<file path="src/rtl/ep_bank_pkg.sv">
package ep_bank_pkg;
  localparam int NFLAGS  = 3;
  localparam int FLG_UF  = 0;
  localparam int FLG_OVF = 1;
  localparam int FLG_RX  = 2;

  typedef struct packed {
    logic fill;
    logic drain;
    logic uf;
    logic ovf;
    logic rx;
    logic zlp;
  } ep_evt_t;
endpackage

</file>
<file path="src/rtl/ep_bank_evt.sv">
module ep_bank_evt
  import ep_bank_pkg::*;
#(
  parameter int BANK_BYTES = 64,
  parameter int LEN_W      = 11
) (
  input  logic             cfg_iso,
  input  logic             cfg_dir_in,
  input  logic             full,
  input  logic             empty,
  input  logic             pk_in_token,
  input  logic             pk_out_pkt,
  input  logic [LEN_W-1:0] pk_out_len,
  input  logic             cpu_validate,
  input  logic             cpu_release,
  output ep_evt_t          evt
);
  logic too_long;
  assign too_long = pk_out_len > LEN_W'(BANK_BYTES);

  always_comb begin
    evt = '0;
    if (cfg_dir_in) begin
      // producer is the CPU, consumer is the host
      evt.fill  = cpu_validate & ~full;
      evt.drain = pk_in_token & ~empty;
      evt.uf    = cfg_iso & pk_in_token & empty;
      evt.zlp   = cfg_iso & pk_in_token & empty;
    end else begin
      // producer is the host, consumer is the CPU
      evt.fill  = pk_out_pkt & ~full;
      evt.drain = cpu_release & ~empty;
      evt.uf    = cfg_iso & pk_out_pkt & full;
      evt.ovf   = pk_out_pkt & ~full & too_long;
      evt.rx    = pk_out_pkt & ~full;
    end
  end
endmodule

</file>
<file path="src/rtl/ep_bank_store.sv">
module ep_bank_store #(
  parameter int BANK_BYTES = 64,
  parameter int LEN_W      = 11,
  localparam int CNT_W     = $clog2(BANK_BYTES + 1),
  localparam int NBANKS    = 2
) (
  input  logic             clk,
  input  logic             rst_n,
  input  logic             two_banks,
  input  logic             fill,
  input  logic             drain,
  input  logic             store_cnt,
  input  logic [LEN_W-1:0] wr_len,
  output logic             full,
  output logic             empty,
  output logic [CNT_W-1:0] rd_count
);
  logic [1:0]       level_q, level_d;
  logic             wr_ptr_q, wr_ptr_d;
  logic             rd_ptr_q, rd_ptr_d;
  logic [CNT_W-1:0] sat_len;
  logic [CNT_W-1:0] cnt_q [NBANKS];

  assign sat_len = (wr_len > LEN_W'(BANK_BYTES)) ? CNT_W'(BANK_BYTES)
                                                : wr_len[CNT_W-1:0];
  assign full     = (level_q == (two_banks ? 2'd2 : 2'd1));
  assign empty    = (level_q == 2'd0);
  assign rd_count = cnt_q[rd_ptr_q];

  always_comb begin
    level_d  = level_q;
    wr_ptr_d = wr_ptr_q;
    rd_ptr_d = rd_ptr_q;
    if (fill && !drain)      level_d = level_q + 2'd1;
    else if (drain && !fill) level_d = level_q - 2'd1;
    if (fill)  wr_ptr_d = two_banks ? ~wr_ptr_q : 1'b0;
    if (drain) rd_ptr_d = two_banks ? ~rd_ptr_q : 1'b0;
  end

  always_ff @(posedge clk or negedge rst_n) begin
    if (!rst_n) begin
      level_q  <= '0;
      wr_ptr_q <= 1'b0;
      rd_ptr_q <= 1'b0;
    end else begin
      level_q  <= level_d;
      wr_ptr_q <= wr_ptr_d;
      rd_ptr_q <= rd_ptr_d;
    end
  end

  for (genvar b = 0; b < NBANKS; b++) begin : g_bank
    logic wr_en;
    assign wr_en = fill && store_cnt && (wr_ptr_q == 1'(b));
    always_ff @(posedge clk or negedge rst_n) begin
      if (!rst_n)     cnt_q[b] <= '0;
      else if (wr_en) cnt_q[b] <= sat_len;
    end
  end
endmodule

</file>
<file path="src/rtl/ep_bank_flags.sv">
module ep_bank_flags #(
  parameter int NF = 3
) (
  input  logic          clk,
  input  logic          rst_n,
  input  logic [NF-1:0] set,
  input  logic [NF-1:0] clr,
  input  logic [NF-1:0] en,
  output logic [NF-1:0] flags,
  output logic          irq
);
  logic [NF-1:0] flag_q, flag_d;

  for (genvar i = 0; i < NF; i++) begin : g_flag
    always_comb begin
      flag_d[i] = flag_q[i];
      if (clr[i])      flag_d[i] = 1'b0;
      else if (set[i]) flag_d[i] = 1'b1;
    end
  end

  always_ff @(posedge clk or negedge rst_n) begin
    if (!rst_n) flag_q <= '0;
    else        flag_q <= flag_d;
  end

  assign flags = flag_q;
  assign irq   = |(flag_q & en);
endmodule

</file>
<file path="src/rtl/ep_bank_guard.sv">
module ep_bank_guard
  import ep_bank_pkg::*;
#(
  parameter int BANK_BYTES = 64,
  parameter int LEN_W      = 11,
  localparam int CNT_W     = $clog2(BANK_BYTES + 1)
) (
  input  logic              clk,
  input  logic              rst_n,
  input  logic              cfg_iso,
  input  logic              cfg_dir_in,
  input  logic              cfg_two_banks,
  input  logic              pk_in_token,
  input  logic              pk_out_pkt,
  input  logic [LEN_W-1:0]  pk_out_len,
  input  logic              cpu_validate,
  input  logic              cpu_release,
  input  logic [NFLAGS-1:0] flag_clr,
  input  logic [NFLAGS-1:0] flag_en,
  output logic              bank_full,
  output logic              bank_empty,
  output logic [CNT_W-1:0]  rd_count,
  output logic              zlp_req,
  output logic [NFLAGS-1:0] flags,
  output logic              irq
);
  ep_evt_t           evt;
  logic [NFLAGS-1:0] flag_set;
  logic              zlp_q;

  ep_bank_evt #(.BANK_BYTES(BANK_BYTES), .LEN_W(LEN_W)) u_evt (
    .cfg_iso      (cfg_iso),
    .cfg_dir_in   (cfg_dir_in),
    .full         (bank_full),
    .empty        (bank_empty),
    .pk_in_token  (pk_in_token),
    .pk_out_pkt   (pk_out_pkt),
    .pk_out_len   (pk_out_len),
    .cpu_validate (cpu_validate),
    .cpu_release  (cpu_release),
    .evt          (evt)
  );

  ep_bank_store #(.BANK_BYTES(BANK_BYTES), .LEN_W(LEN_W)) u_store (
    .clk       (clk),
    .rst_n     (rst_n),
    .two_banks (cfg_two_banks),
    .fill      (evt.fill),
    .drain     (evt.drain),
    .store_cnt (~cfg_dir_in),
    .wr_len    (pk_out_len),
    .full      (bank_full),
    .empty     (bank_empty),
    .rd_count  (rd_count)
  );

  always_comb begin
    flag_set         = '0;
    flag_set[FLG_UF]  = evt.uf;
    flag_set[FLG_OVF] = evt.ovf;
    flag_set[FLG_RX]  = evt.rx;
  end

  ep_bank_flags #(.NF(NFLAGS)) u_flags (
    .clk   (clk),
    .rst_n (rst_n),
    .set   (flag_set),
    .clr   (flag_clr),
    .en    (flag_en),
    .flags (flags),
    .irq   (irq)
  );

  always_ff @(posedge clk or negedge rst_n) begin
    if (!rst_n) zlp_q <= 1'b0;
    else        zlp_q <= evt.zlp;
  end
  assign zlp_req = zlp_q;
endmodule

</file>
<file path="config.mk">
export PLATFORM = sky130hd
export DESIGN_NAME = ep_bank_guard
export DESIGN_NICKNAME = d
export VERILOG_FILES = /design/src/rtl/ep_bank_pkg.sv /design/src/rtl/ep_bank_evt.sv /design/src/rtl/ep_bank_store.sv /design/src/rtl/ep_bank_flags.sv /design/src/rtl/ep_bank_guard.sv
export SDC_FILE = /design/constraint.sdc
export NUM_CORES = 1
export LEC_CHECK = 0
export BUFFER_PORTS_ARGS = -buffer_cell sky130_fd_sc_hd__buf_2
export CORE_UTILIZATION = 49
export CTS_BUF_LIST = sky130_fd_sc_hd__clkbuf_16
export CTS_CLUSTER_DIAMETER = 40
export CTS_CLUSTER_SIZE = 16
export DETAILED_ROUTE_END_ITERATION = 8
export PLACE_DENSITY_LB_ADDON = 0.15
export SLEW_MARGIN = 40
export SYNTH_ARGS = -nofsm -noshare
export SYNTH_HDL_FRONTEND = slang
export SYNTH_SLANG_ARGS = --single-unit
</file>
<file path="constraint.sdc">
create_clock -name clk -period 2.15 [get_ports clk]
set_input_delay 0.3225 -clock clk [delete_from_list [all_inputs] [get_ports clk]]
set_output_delay 0.3225 -clock clk [all_outputs]
set_load 0.05 [all_outputs]
</file>
# Word level (Yosys, flattened, before mapping)
# Cells that the tools add are included.
[totals] in_bits=26 ff_bits=22 output_inout_bits=14
[classes] eq_ne=1 n_lt_le_gt_ge=2 addsub=2 muxes=18 n_reduce_logical=13 n_bitwise=16
[ops] cell="$mux 7" n=4
[ops] cell="$gt 11x7->1 const B" n=1
[ops] cell="$and 1x1->1" n=9
[ops] cell="$mux 1" n=9
[ops] cell="$mux 2" n=4
[ops] cell="$reduce_bool 2->1" n=4
[ops] cell="$logic_and 1x1->1" n=5
[ops] cell="$not 1->1" n=5
[ops] cell="$and 3x3->3" n=1
[ops] cell="$mux 3" n=1
[ops] cell="$reduce_or 3->1" n=1
[ops] cell="$add 2x1->2 const B" n=1
[ops] cell="$eq 2x2->1" n=1
[ops] cell="$ge 2x2->1 const B" n=1
[ops] cell="$logic_not 1->1" n=2
[ops] cell="$logic_not 2->1" n=1
[ops] cell="$not 1->2" n=1
[ops] cell="$sub 2x1->2 const B" n=1

# Logic depth before layout (Yosys ltp)
# Gate-level depths: netlist (run 1).
[logic_depth] depth_word=9 ltp_mapped=9 ltp_nobuf=8

# Modules after synthesis
# Synthesis (run 1) repeated with hierarchy kept, for this count alone.
[hier_totals] hier_cells=108 area_unflattened_um2=1079.8
[modules_own_cells] module="ep_bank_store" instances=1 area_each_um2=849.6 cells_each=82
[modules_own_cells] module="ep_bank_flags" instances=1 area_each_um2=111.4 cells_each=11
[modules_own_cells] module="ep_bank_evt" instances=1 area_each_um2=90.1 cells_each=13
[modules_own_cells] module="ep_bank_guard" instances=1 area_each_um2=28.8 cells_each=2

# Least setup slack after synthesis (run 1)
# No wires, ideal clock.
[synth_path] path_type="register to output" startpoint="register u_store.rd_ptr_q" endpoint="output rd_count[6]" path_stages_with_launch=3 setup_slack_ns=0.155 required_time_ns=1.827 arrival_ns=1.673 path_cell_list="dfrtp_1 clkbuf_1 o21ai_0"
[synth_between] elab_chain_len=4
[synth_lines] element="from (decl)" line="ep_bank_store.sv:20" rtl="logic rd_ptr_q, rd_ptr_d;"
[synth_lines] element="from (signal assigned)" line="ep_bank_store.sv:48" rtl="rd_ptr_q <= rd_ptr_d;"
[synth_lines] element="$not 1->2 (implied by the code)" line="ep_bank_store.sv:28" rtl="assign rd_count = cnt_q[rd_ptr_q];"
[synth_lines] element="$mux 7 (implied by the code) (3 in series)" line="ep_bank_store.sv:28"
[synth_lines] element="to (decl)" line="ep_bank_guard.sv:22" rtl="output logic [CNT_W-1:0] rd_count,"
# Every way passes these cells. The select of a mux whose other input is x is not followed.

# Final worst setup path (run 1)
[layout_path] startpoint="register u_store.level_q[0]" endpoint="output bank_full"
[layout_between] elab_chain_len=1
[layout_lines] element="from (decl)" line="ep_bank_store.sv:18" rtl="logic [1:0] level_q, level_d;"
[layout_lines] element="from (signal assigned)" line="ep_bank_store.sv:46" rtl="level_q <= level_d;"
[layout_lines] element="$eq 2x2->1" line="ep_bank_store.sv:26" rtl="assign full = (level_q == (two_banks ? 2'd2 : 2'd1));"
[layout_lines] element="to (decl)" line="ep_bank_guard.sv:20" rtl="output logic bank_full,"
# Every way passes these cells.

==> results of run 1 <==
-- where the power goes --
part           total [W]  switching, W  leakage [nW]  internal, W
clock network   0.000384      0.000137        0.0385     0.000248
registers       0.000585      0.000102         0.287     0.000483
logic           0.000578      0.000361         0.442     0.000216
total            0.00155      0.000600         0.768     0.000947
-- metrics by stage --
step | worst slack (ns) | util [%] | instance area (um^2) | hold WS, ns
finish | 0.236 | 65.2 | 1460 | 0.0277
global route | 0.145 | 65.2 | 1460 | 0.0811
CTS | 0.234 | 65.2 | 1460 | 0.0463
floorplan | 0.155 | - | 1160 | 0.0269
detailed placement | 0.346 | 61.6 | 1380 | 0.310
global placement | 0.400 | 61.6 | 1380 | 0.310
-- cell usage in the layout (no fill, tap or decap), drive strengths merged --
cell type,netlist,final
a211oi,2,2
a21oi,5,5
a222oi,1,1
a311oi,1,1
and2,4,4
and2b,1,1
and4,1,1
and4bb,1,1
buf,1,39
clkbuf,1,3
clkinv,0,1
dfrtp,22,22
ha,1,1
inv,5,5
mux2,20,20
mux2i,2,2
nand2,2,2
nand3b,2,2
nor2,8,8
nor2b,1,1
nor3,2,2
nor3b,3,3
o211ai,1,1
o21ai,3,3
o31a,1,1
or4,2,2
xnor2,1,1
xor2,2,2
-- critical path, delay by kind of cell, from the launching register on --
family,cells,cell delay (ns)
flops,1,0.49
buf+inv,2,0.38
simple gates,1,0.35
compound gates,1,0.11
-- final timing paths --
path / startpoint / to / slack [ns] / cells after the start
setup / recovery: u_store.level_q[0] / bank_full / 0.24 / 4
hold / removal: rst_n / u_store.cnt_q[13] / 0.03 / 1
setup reg to reg: u_store.level_q[1] / u_store.level_q[1] / 0.30 / 8
hold reg to reg: u_store.cnt_q[11] / u_store.cnt_q[11] / 0.49 / 1
max in group asynchronous: rst_n / u_store.cnt_q[10] / 1.80 / 1
min in group clk: flag_clr[2] / u_flags.flags[2] / 0.21 / 2
-- metal layers --
layer	vias to the layer above	global-route usage, %
met5	-	0
met4	0	8.33
met3	5	3.94
met2	28	33.6
met1	417	26.3
li1	428	-
-- cell type report --
type                       count  area (um^2)
fill                         179          778
multi-input combinational     67          577
sequential                    22          551
timing repair buffer          39          195
clock buffer                   3         75.1
tap                           28         35.0
inverter                       5         18.8
clock inverter                 1         3.75
-- logic make-up after synthesis --
kind of cell / after synthesis
buffers and inverters: 7
adder cells (fa/ha/maj): 1
multiplexers: 22
AO/OA/AOI/OAI: 14
flip-flops: 22
XOR/XNOR: 3
AND/OR/NAND/NOR: 27
-- cell usage after synthesis, types with 2 or more instances --
cell,count,area share (%)
dfrtp_1,22,47
a21oi_1,4,1.7
mux2i_1,2,1.7
inv_1,5,1.6
nand2_1,2,0.65
and2_1,4,2.2
mux2_1,6,5.8
mux2_2,14,14
nor3b_1,2,1.3
o21ai_0,3,1.3
nor2_1,7,2.3
xor2_1,2,1.5
nor3_1,2,0.86
-- flip-flops by register name, summed over array words and instances, names as in the netlist --
| register | count |
|---|---|
| u_store.rd_ptr_q | 1 |
| u_flags.flags | 3 |
| u_store.level_q | 2 |
| zlp_req | 1 |
| u_store.cnt_q | 14 |
| u_store.wr_ptr_q | 1 |
==> impl_metrics.env, run 1 <==
export IMPL_grt_pass1_vias=856
export IMPL_synthArstFlopShare_pct=100
export IMPL_cts_hold_buf=0
export IMPL_drt_iter0_markers=11
export IMPL_row_count=17
export IMPL_netlist_instances=96
export IMPL_dp_cells=161
export IMPL_final_hold_viol_count=0
export IMPL_synth_edf_count=0
export IMPL_worstSetupEndpointType="output port"
export IMPL_p_leak_nw=0.768
export IMPL_ctsResizeCount=0
export IMPL_place_hpwl_um=1740
export IMPL_cts_made_buffers=3
export IMPL_syn_area_mm2=0.00116
export IMPL_start_kind="flip-flop"
export IMPL_drt_wl_total_um=2230
export IMPL_worst_pin_slew_ns=0.528
export IMPL_cts_setup_buffers=0
export IMPL_synth_xor_area_share_pct=2.26
export IMPL_post_route_period_util_pct=89.0
export IMPL_synth_flop_cell="dfrtp_1"
export IMPL_drc=0
export IMPL_fp_dieArea_mm2=0.00257
export IMPL_ys_ff_latch=22
export IMPL_grt_pass1_wl_um=3810
export IMPL_place_congestion=0.735
export IMPL_clock_sinks=22
export IMPL_yosysSeqAreaShare_pct=47.4
export IMPL_hold_class="in -> async"
export IMPL_avgSynthCellArea_um2=12.1
export IMPL_n_antenna_cell=0
export IMPL_power_density_mw_per_mm2=1060
export IMPL_drt_wirelength_per_cell_um=13.5
export IMPL_grt_max_degree=23
export IMPL_synth_simple_area_share_pct=16.1
export IMPL_crit_slowest_cell="dfrtp_1"
export IMPL_crit_type="reg -> out"
export IMPL_finalPower_w=0.00155
export IMPL_path_cells="nor3b_2 > a21oi_2 > inv_1 > buf_2"
export IMPL_vias_per_cell=5.32
export IMPL_status="complete, no violations"
export IMPL_syn_to_final_growth_pct=25.3
export IMPL_finClkSkew_ns=0.00351
export IMPL_rsz0062_at_grt="no"
export IMPL_top_layer="met4"
export IMPL_die_x_um=50.7
export IMPL_setup_viol=0
export IMPL_drv_slew=0
export IMPL_ys_warn_count=0
export IMPL_relSlewSlack_pct=64.7
export IMPL_met1Wirelength_um=996
export IMPL_vias=878
export IMPL_port_buffer_count=39
export IMPL_finalNetCount=165
export IMPL_critPathMaxStageDelay_ns=0.49
export IMPL_dr_wl_met2_um=1080
export IMPL_ir_drop_v=0.000827
export IMPL_synth_compound_area_share_pct=9.16
export IMPL_yosys_cell_types_count=34
export IMPL_cap_viol_max_count=0
export IMPL_cts_tree="done"
export IMPL_period_minus_slack_ns=1.91
export IMPL_detail_route_antenna_nets=0
export IMPL_crit_path_max_fanout=8
export IMPL_synth_mux_area_share_pct=21.1
export IMPL_wl_met3_um=106
export IMPL_syn_nets=123
export IMPL_dr_pass1_iters=4
export IMPL_drive_above_1_share_pct=46.7
export IMPL_final_setup_tns_ns=0
export IMPL_overflow=0
export IMPL_fmax_ghz=0.522
export IMPL_layout_cells_non_filler=165
export IMPL_clk_latency_ns=0.25
export IMPL_grt_use_total_pct=20.4
export IMPL_clk_path_buf_depth=2
export IMPL_io_pins=40
export IMPL_htreeDepth=1
export IMPL_start_util_pct=52.0
export IMPL_core_mm2=0.00223
export IMPL_crit_arrival_ns=1.59
export IMPL_cts_clk_slew_worst_paths_ns=0.06
export IMPL_die_h_um=50.7
export IMPL_antenna_found_initial=0
export IMPL_worstPathRequired_ns=1.83
export IMPL_synth_fa_ha_area_share_pct=1.08
export IMPL_cts_root_buf="clkbuf_16"
export IMPL_synth_top_family_by_area="multiplexers"
(Power assumes the default switching activity.)
==> run 2, diff against run 1 <==
--- a/config.mk
+++ b/config.mk
@@ -6,7 +6,7 @@
 export NUM_CORES = 1
 export LEC_CHECK = 0
 export BUFFER_PORTS_ARGS = -buffer_cell sky130_fd_sc_hd__buf_2
-export CORE_UTILIZATION = 49
+export CORE_UTILIZATION = 50
 export CTS_BUF_LIST = sky130_fd_sc_hd__clkbuf_16
 export CTS_CLUSTER_DIAMETER = 40
 export CTS_CLUSTER_SIZE = 16
==> constraint.sdc (replaced) <==
create_clock -name clk -period 2.4 [get_ports clk]
set_input_delay 0.36 -clock clk [delete_from_list [all_inputs] [get_ports clk]]
set_output_delay 0.36 -clock clk [all_outputs]
set_load 0.05 [all_outputs]
==> run 2 against run 1 <==
Against the previous run: hold slack better by 0.037 ns; sequential power is 9.9% lower; critical path depth stayed put; die area is 1.9% lower; setup slack better by 0.21 ns; total power is 3.0% lower.
==> impl_metrics.env, run 2 (synthesis results as in run 1) <==
export IMPL_drt_wl_total_um=2250
export IMPL_finClkSkew_ns=0.00310
export IMPL_layout_commonest_cell="buf_2"
export IMPL_fin_area_mm2=0.00148
export IMPL_antenna_found_initial=0
export IMPL_syn_to_final_growth_pct=27.6
export IMPL_vias_per_cell=5.32
export IMPL_critPathMaxStageDelay_ns=0.49
export IMPL_core_mm2=0.00219
export IMPL_cts_tree="done"
export IMPL_layout_cells_non_filler=165
export IMPL_cts_made_buffers=3
export IMPL_rsz0062_at_grt="no"
export IMPL_final_setup_tns_ns=0
export IMPL_cts_hold_buf=0
export IMPL_hold_class="in -> async"
export IMPL_ctsResizeCount=0
export IMPL_cts_root_buf="clkbuf_16"
export IMPL_io_pins=40
export IMPL_setup_ws_ns=0.449
export IMPL_crit_type="reg -> out"
export IMPL_critical_path_top_delay_family="flip-flops"
export IMPL_period_minus_slack_ns=1.95
export IMPL_row_count=17
export IMPL_start_kind="flip-flop"
export IMPL_crit_arrival_ns=1.59
export IMPL_regMostFlops="u_store.cnt_q"
export IMPL_drv_slew=0
export IMPL_grt_use_total_pct=21.4
export IMPL_relSlewSlack_pct=67.4
export IMPL_fmax_ghz=0.513
export IMPL_cts_clk_slew_worst_paths_ns=0.06
export IMPL_status="complete, no violations"
export IMPL_htreeDepth=1
export IMPL_crit_path_max_fanout=8
export IMPL_final_hold_viol_count=0
export IMPL_post_route_period_util_pct=81.3
export IMPL_detail_route_antenna_nets=0
export IMPL_clock_sinks=22
export IMPL_p_leak_nw=0.781
export IMPL_cp_depth=4
export IMPL_fp_dieArea_mm2=0.00252
export IMPL_grt_max_degree=23
export IMPL_path_cells="nor3b_2 > a21oi_2 > inv_1 > buf_2"
export IMPL_port_buffer_count=39
export IMPL_reg2reg_slack_ns=0.57
export IMPL_overflow=0
export IMPL_worst_pin_slew_ns=0.489
export IMPL_drt_wirelength_per_cell_um=13.7
export IMPL_clk_latency_ns=0.25
export IMPL_reg2reg_depth=8
export IMPL_crit_slowest_cell="dfrtp_1"
export IMPL_dp_slack_ns=0.592
export IMPL_cts_setup_buffers=0
export IMPL_n_fill_cell=168
export IMPL_ir_drop_v=0.000662
export IMPL_clk_path_buf_depth=2
export IMPL_start_util_pct=53.0
export IMPL_die_h_um=50.2
export IMPL_grt_pass1_wl_um=3950
export IMPL_drive_above_1_share_pct=47.4
export IMPL_largest_register_ffs=14
export IMPL_place_hpwl_um=1660
export IMPL_hold_slack_ns=0.0643
export IMPL_path_buf_inv=2
export IMPL_dp_cells=161
export IMPL_worstPathRequired_ns=2.04
export IMPL_drc=0
export IMPL_die_x_um=50.2
export IMPL_worstSetupEndpointType="output port"
export IMPL_vias=877
export IMPL_final_cell_mix="buf_2, dfrtp_1, mux2_2"
export IMPL_finalNetCount=165
export IMPL_grt_pass1_vias=887
export IMPL_cap_viol_max_count=0
export IMPL_setup_viol=0
export IMPL_power_density_mw_per_mm2=1010
export IMPL_place_congestion=0.763
export IMPL_placed_area_mm2=0.00138
export IMPL_drt_iter0_markers=13
export IMPL_dr_pass1_iters=4
export IMPL_n_antenna_cell=0
run 2: cell count changes in the layout (fill, tap and decap cells not counted), sizes merged:
| cell | change |
|---|---|
| clkinv | -1 |
| bufinv | +1 |
run 2: final cells by class:
type                    count  area, um^2  area share, %
multi-input cells          67         577           38.9
flip-flops and latches     22         551           37.2
repair buffers             39         195           13.2
clock buffers               3        75.1           5.07
well taps                  28        35.0           2.36
clock inverters             1        30.0           2.03
inverters                   5        18.8           1.27
run 2: layer usage:
| metal | track usage (%) | part of all wire, % | wire [um] | vias up |
|---|---|---|---|---|
| met5 | 0 | 0 | 0 | - |
| met4 | 5.71 | 0.71 | 16 | 0 |
| met3 | 4.85 | 4.5 | 101 | 2 |
| met2 | 35.8 | 49 | 1100 | 27 |
| met1 | 27.7 | 46 | 1040 | 420 |
| li1 | - | - | - | 428 |
run 2: through the flow:
stage | total power, W | utilization (%)
2_1_floorplan | 0.000942 | -
3_3_place_gp | 0.00103 | 62.8
3_5_place_dp | 0.00105 | 62.8
4_1_cts | 0.00151 | 67.6
5_1_grt | 0.00159 | 67.6
6_report | 0.00150 | 67.6
run 2: report_power, final:
part	switching [W]	internal, W
logic	0.000325	0.000194
registers	0.0000942	0.000433
clock network	0.000125	0.000331
total	0.000544	0.000957
run 2: worst paths after layout:
path / startpoint / endpoint
max: u_store.level_q[0] / bank_full
min: rst_n / u_store.cnt_q[2]
max reg2reg: u_store.level_q[1] / u_store.level_q[1]
min reg2reg: u_store.cnt_q[10] / u_store.cnt_q[10]
max in group asynchronous: rst_n / u_store.cnt_q[1]
min in group clk: flag_clr[0] / u_flags.flags[0]
==> run 3, diff against run 2 <==
--- a/config.mk
+++ b/config.mk
@@ -5,8 +5,9 @@
 export SDC_FILE = /design/constraint.sdc
 export NUM_CORES = 1
 export LEC_CHECK = 0
+export ABC_AREA = 1
 export BUFFER_PORTS_ARGS = -buffer_cell sky130_fd_sc_hd__buf_2
-export CORE_UTILIZATION = 50
+export CORE_UTILIZATION = 48
 export CTS_BUF_LIST = sky130_fd_sc_hd__clkbuf_16
 export CTS_CLUSTER_DIAMETER = 40
 export CTS_CLUSTER_SIZE = 16
==> constraint.sdc (replaced) <==
create_clock -name clk -period 1.95 [get_ports clk]
set_input_delay 0.2925 -clock clk [delete_from_list [all_inputs] [get_ports clk]]
set_output_delay 0.2925 -clock clk [all_outputs]
set_load 0.05 [all_outputs]
==> run 3 against run 2 <==
Against the previous run: the flow now finishes with violations (hold timing); non-clock buffer count up 1; core utilization is 3.9 points lower; die area grew 0.44%; hold slack lost 0.075 ns; critical endpoint is now u_store.level_q[1]; largest cell class is now sequential cells; largest power group is now combinational logic.
==> impl_metrics.env, run 3 <==
export IMPL_finalNetCount=202
export IMPL_clk_latency_ns=0.25
export IMPL_grt_max_degree=23
export IMPL_path_buf_inv=1
export IMPL_core_mm2=0.00221
export IMPL_final_cell_mix="nand2_1, buf_2, dfrtp_1"
export IMPL_cts_tree="done"
export IMPL_syn_area_mm2=0.00112
export IMPL_final_setup_tns_ns=0
export IMPL_detail_route_antenna_nets=0
export IMPL_rsz0062_at_grt="no"
export IMPL_die_x_um=50.3
export IMPL_hold_slack_ns=-0.0108
export IMPL_row_count=17
export IMPL_relSlewSlack_pct=63.5
export IMPL_status="finished, violations left"
export IMPL_drt_iter0_markers=13
export IMPL_ys_ff_latch=22
export IMPL_largest_register_ffs=14
export IMPL_start_util_pct=50.6
export IMPL_synth_top_area_share_pct=49.2
export IMPL_cap_viol_max_count=0
export IMPL_synth_most_common_cell="nand2_1"
export IMPL_synth_edf_count=0
export IMPL_yosys_cell_types_count=24
export IMPL_cts_clk_slew_worst_paths_ns=0.05
export IMPL_drt_wl_total_um=2360
export IMPL_synth_flop_cell="dfrtp_1"
export IMPL_finClkSkew_ns=0.00334
export IMPL_io_pins=40
export IMPL_drt_wirelength_per_cell_um=11.7
export IMPL_grt_use_total_pct=21.8
export IMPL_netlist_instances=133
export IMPL_yosysSeqAreaShare_pct=49.2
export IMPL_final_hold_viol_count=22
export IMPL_ys_top_cells_by_area="dfrtp_1, nand2_1, o21ai_1"
export IMPL_vias=1018
export IMPL_dr_pass1_iters=4
export IMPL_place_congestion=0.733
export IMPL_cts_root_buf="clkbuf_16"
export IMPL_crit_path_max_fanout=4
export IMPL_ir_drop_v=0.000688
export IMPL_n_antenna_cell=0
export IMPL_yosys_top_cells_count="nand2_1, dfrtp_1, o21ai_1, nand3_1, inv_1"
export IMPL_crit_slowest_cell="dfrtp_1"
export IMPL_layout_commonest_cell="nand2_1"
export IMPL_setup_ws_ns=0.277
export IMPL_synthArstFlopShare_pct=100
export IMPL_cts_hold_buf=0
export IMPL_drv_slew=0
export IMPL_regMostFlops="u_store.cnt_q"
export IMPL_post_route_period_util_pct=85.8
export IMPL_cts_setup_buffers=0
export IMPL_crit_arrival_ns=1.80
export IMPL_reg2reg_slack_ns=0.28
export IMPL_drive_above_1_share_pct=31.6
export IMPL_antenna_found_initial=0
export IMPL_worst_pin_slew_ns=0.542
export IMPL_vias_per_cell=5.04
export IMPL_hold_class="in -> async"
export IMPL_drc=0
export IMPL_yosys_area_top_type="dfrtp_1"
export IMPL_worstSetupEndpointType="flip-flop"
export IMPL_avgSynthCellArea_um2=8.42
export IMPL_violations="hold timing"
export IMPL_fmax_ghz=0.598
export IMPL_setup_viol=0
export IMPL_critPathMaxStageDelay_ns=0.41
export IMPL_syn_to_final_growth_pct=25.9
export IMPL_grt_pass1_wl_um=4070
export IMPL_clk_path_buf_depth=2
export IMPL_grt_pass1_vias=937
export IMPL_critical_path_top_delay_family="simple AND/OR/NAND/NOR gates"
export IMPL_htreeDepth=1
export IMPL_final_util_pct=63.7
export IMPL_port_buffer_count=39
export IMPL_die_h_um=50.3
export IMPL_p_leak_nw=0.758
export IMPL_period_minus_slack_ns=1.67
export IMPL_start_kind="flip-flop"
export IMPL_power_density_mw_per_mm2=1240
export IMPL_syn_nets=160
export IMPL_ctsResizeCount=0
export IMPL_cts_made_buffers=3
export IMPL_overflow=0
export IMPL_ys_warn_count=0
export IMPL_path_cells="inv_2 > nand3b_1 > nand2_4 > nor2_1 > ha_1 > a21oi_1 > o21ai_0 > xor2_1"
export IMPL_crit_type="reg -> reg"
export IMPL_worstPathRequired_ns=2.08
export IMPL_dp_slack_ns=0.228
export IMPL_place_hpwl_um=1750
export IMPL_clock_sinks=22
export IMPL_fp_dieArea_mm2=0.00253
[run 3: final timing paths]
path / start / to / depth (start not counted)
setup / recovery: u_store.level_q[1] / u_store.level_q[1] / 8
hold / removal: rst_n / u_store.level_q[0] / 1
setup reg to reg: u_store.level_q[1] / u_store.level_q[1] / 8
hold reg to reg: u_store.cnt_q[0] / u_store.cnt_q[0] / 2
max in group asynchronous: rst_n / u_store.cnt_q[5] / 1
min in group clk: flag_clr[1] / u_flags.flags[1] / 2
[run 3: through the flow]
stage                     std cells  cell area (um^2)  total power, W
after floorplan                 133              1120         0.00117
after global placement          198              1330         0.00132
after detailed placement        198              1330         0.00134
after CTS                       202              1410         0.00177
after global routing            202              1410         0.00187
final                           202              1410         0.00176
[run 3: cell families (layout without fill, tap and decap cells)]
family | after synthesis | after routing | share of synthesized area, %
and+or+nand+nor | 71 | 71 | 30.3
DFF | 22 | 22 | 49.2
adders and majority gates | 1 | 1 | 1.12
AOI/OAI and AO/OA | 24 | 24 | 12.2
buffers and inverters | 13 | 54 | 5.70
xor gates and xnor gates | 2 | 2 | 1.56
[run 3: where the power goes]
group	internal, W	total, W	switching (W)
registers	0.000548	0.000621	0.0000733
logic	0.000200	0.000705	0.000506
clock network	0.000273	0.000429	0.000155
total	0.00102	0.00176	0.000734
[run 3: layout make-up]
cell class | count | area [um^2]
Tap cell | 28 | 35.0
Fill cell | 210 | 802
Sequential cell | 22 | 551
Inverter | 10 | 37.5
Timing Repair Buffer | 40 | 203
Clock buffer | 3 | 75.1
Multi-Input combinational cell | 98 | 505
Clock inverter | 1 | 3.75
[run 3: metal layers]
layer | global-route usage [%] | wire length, um | part of all wire, %
met2 | 36.0 | 1110 | 47
met4 | 9.72 | 48 | 2.0
met1 | 27.4 | 1100 | 47
met3 | 4.55 | 90 | 3.8
met5 | 0 | 0 | 0
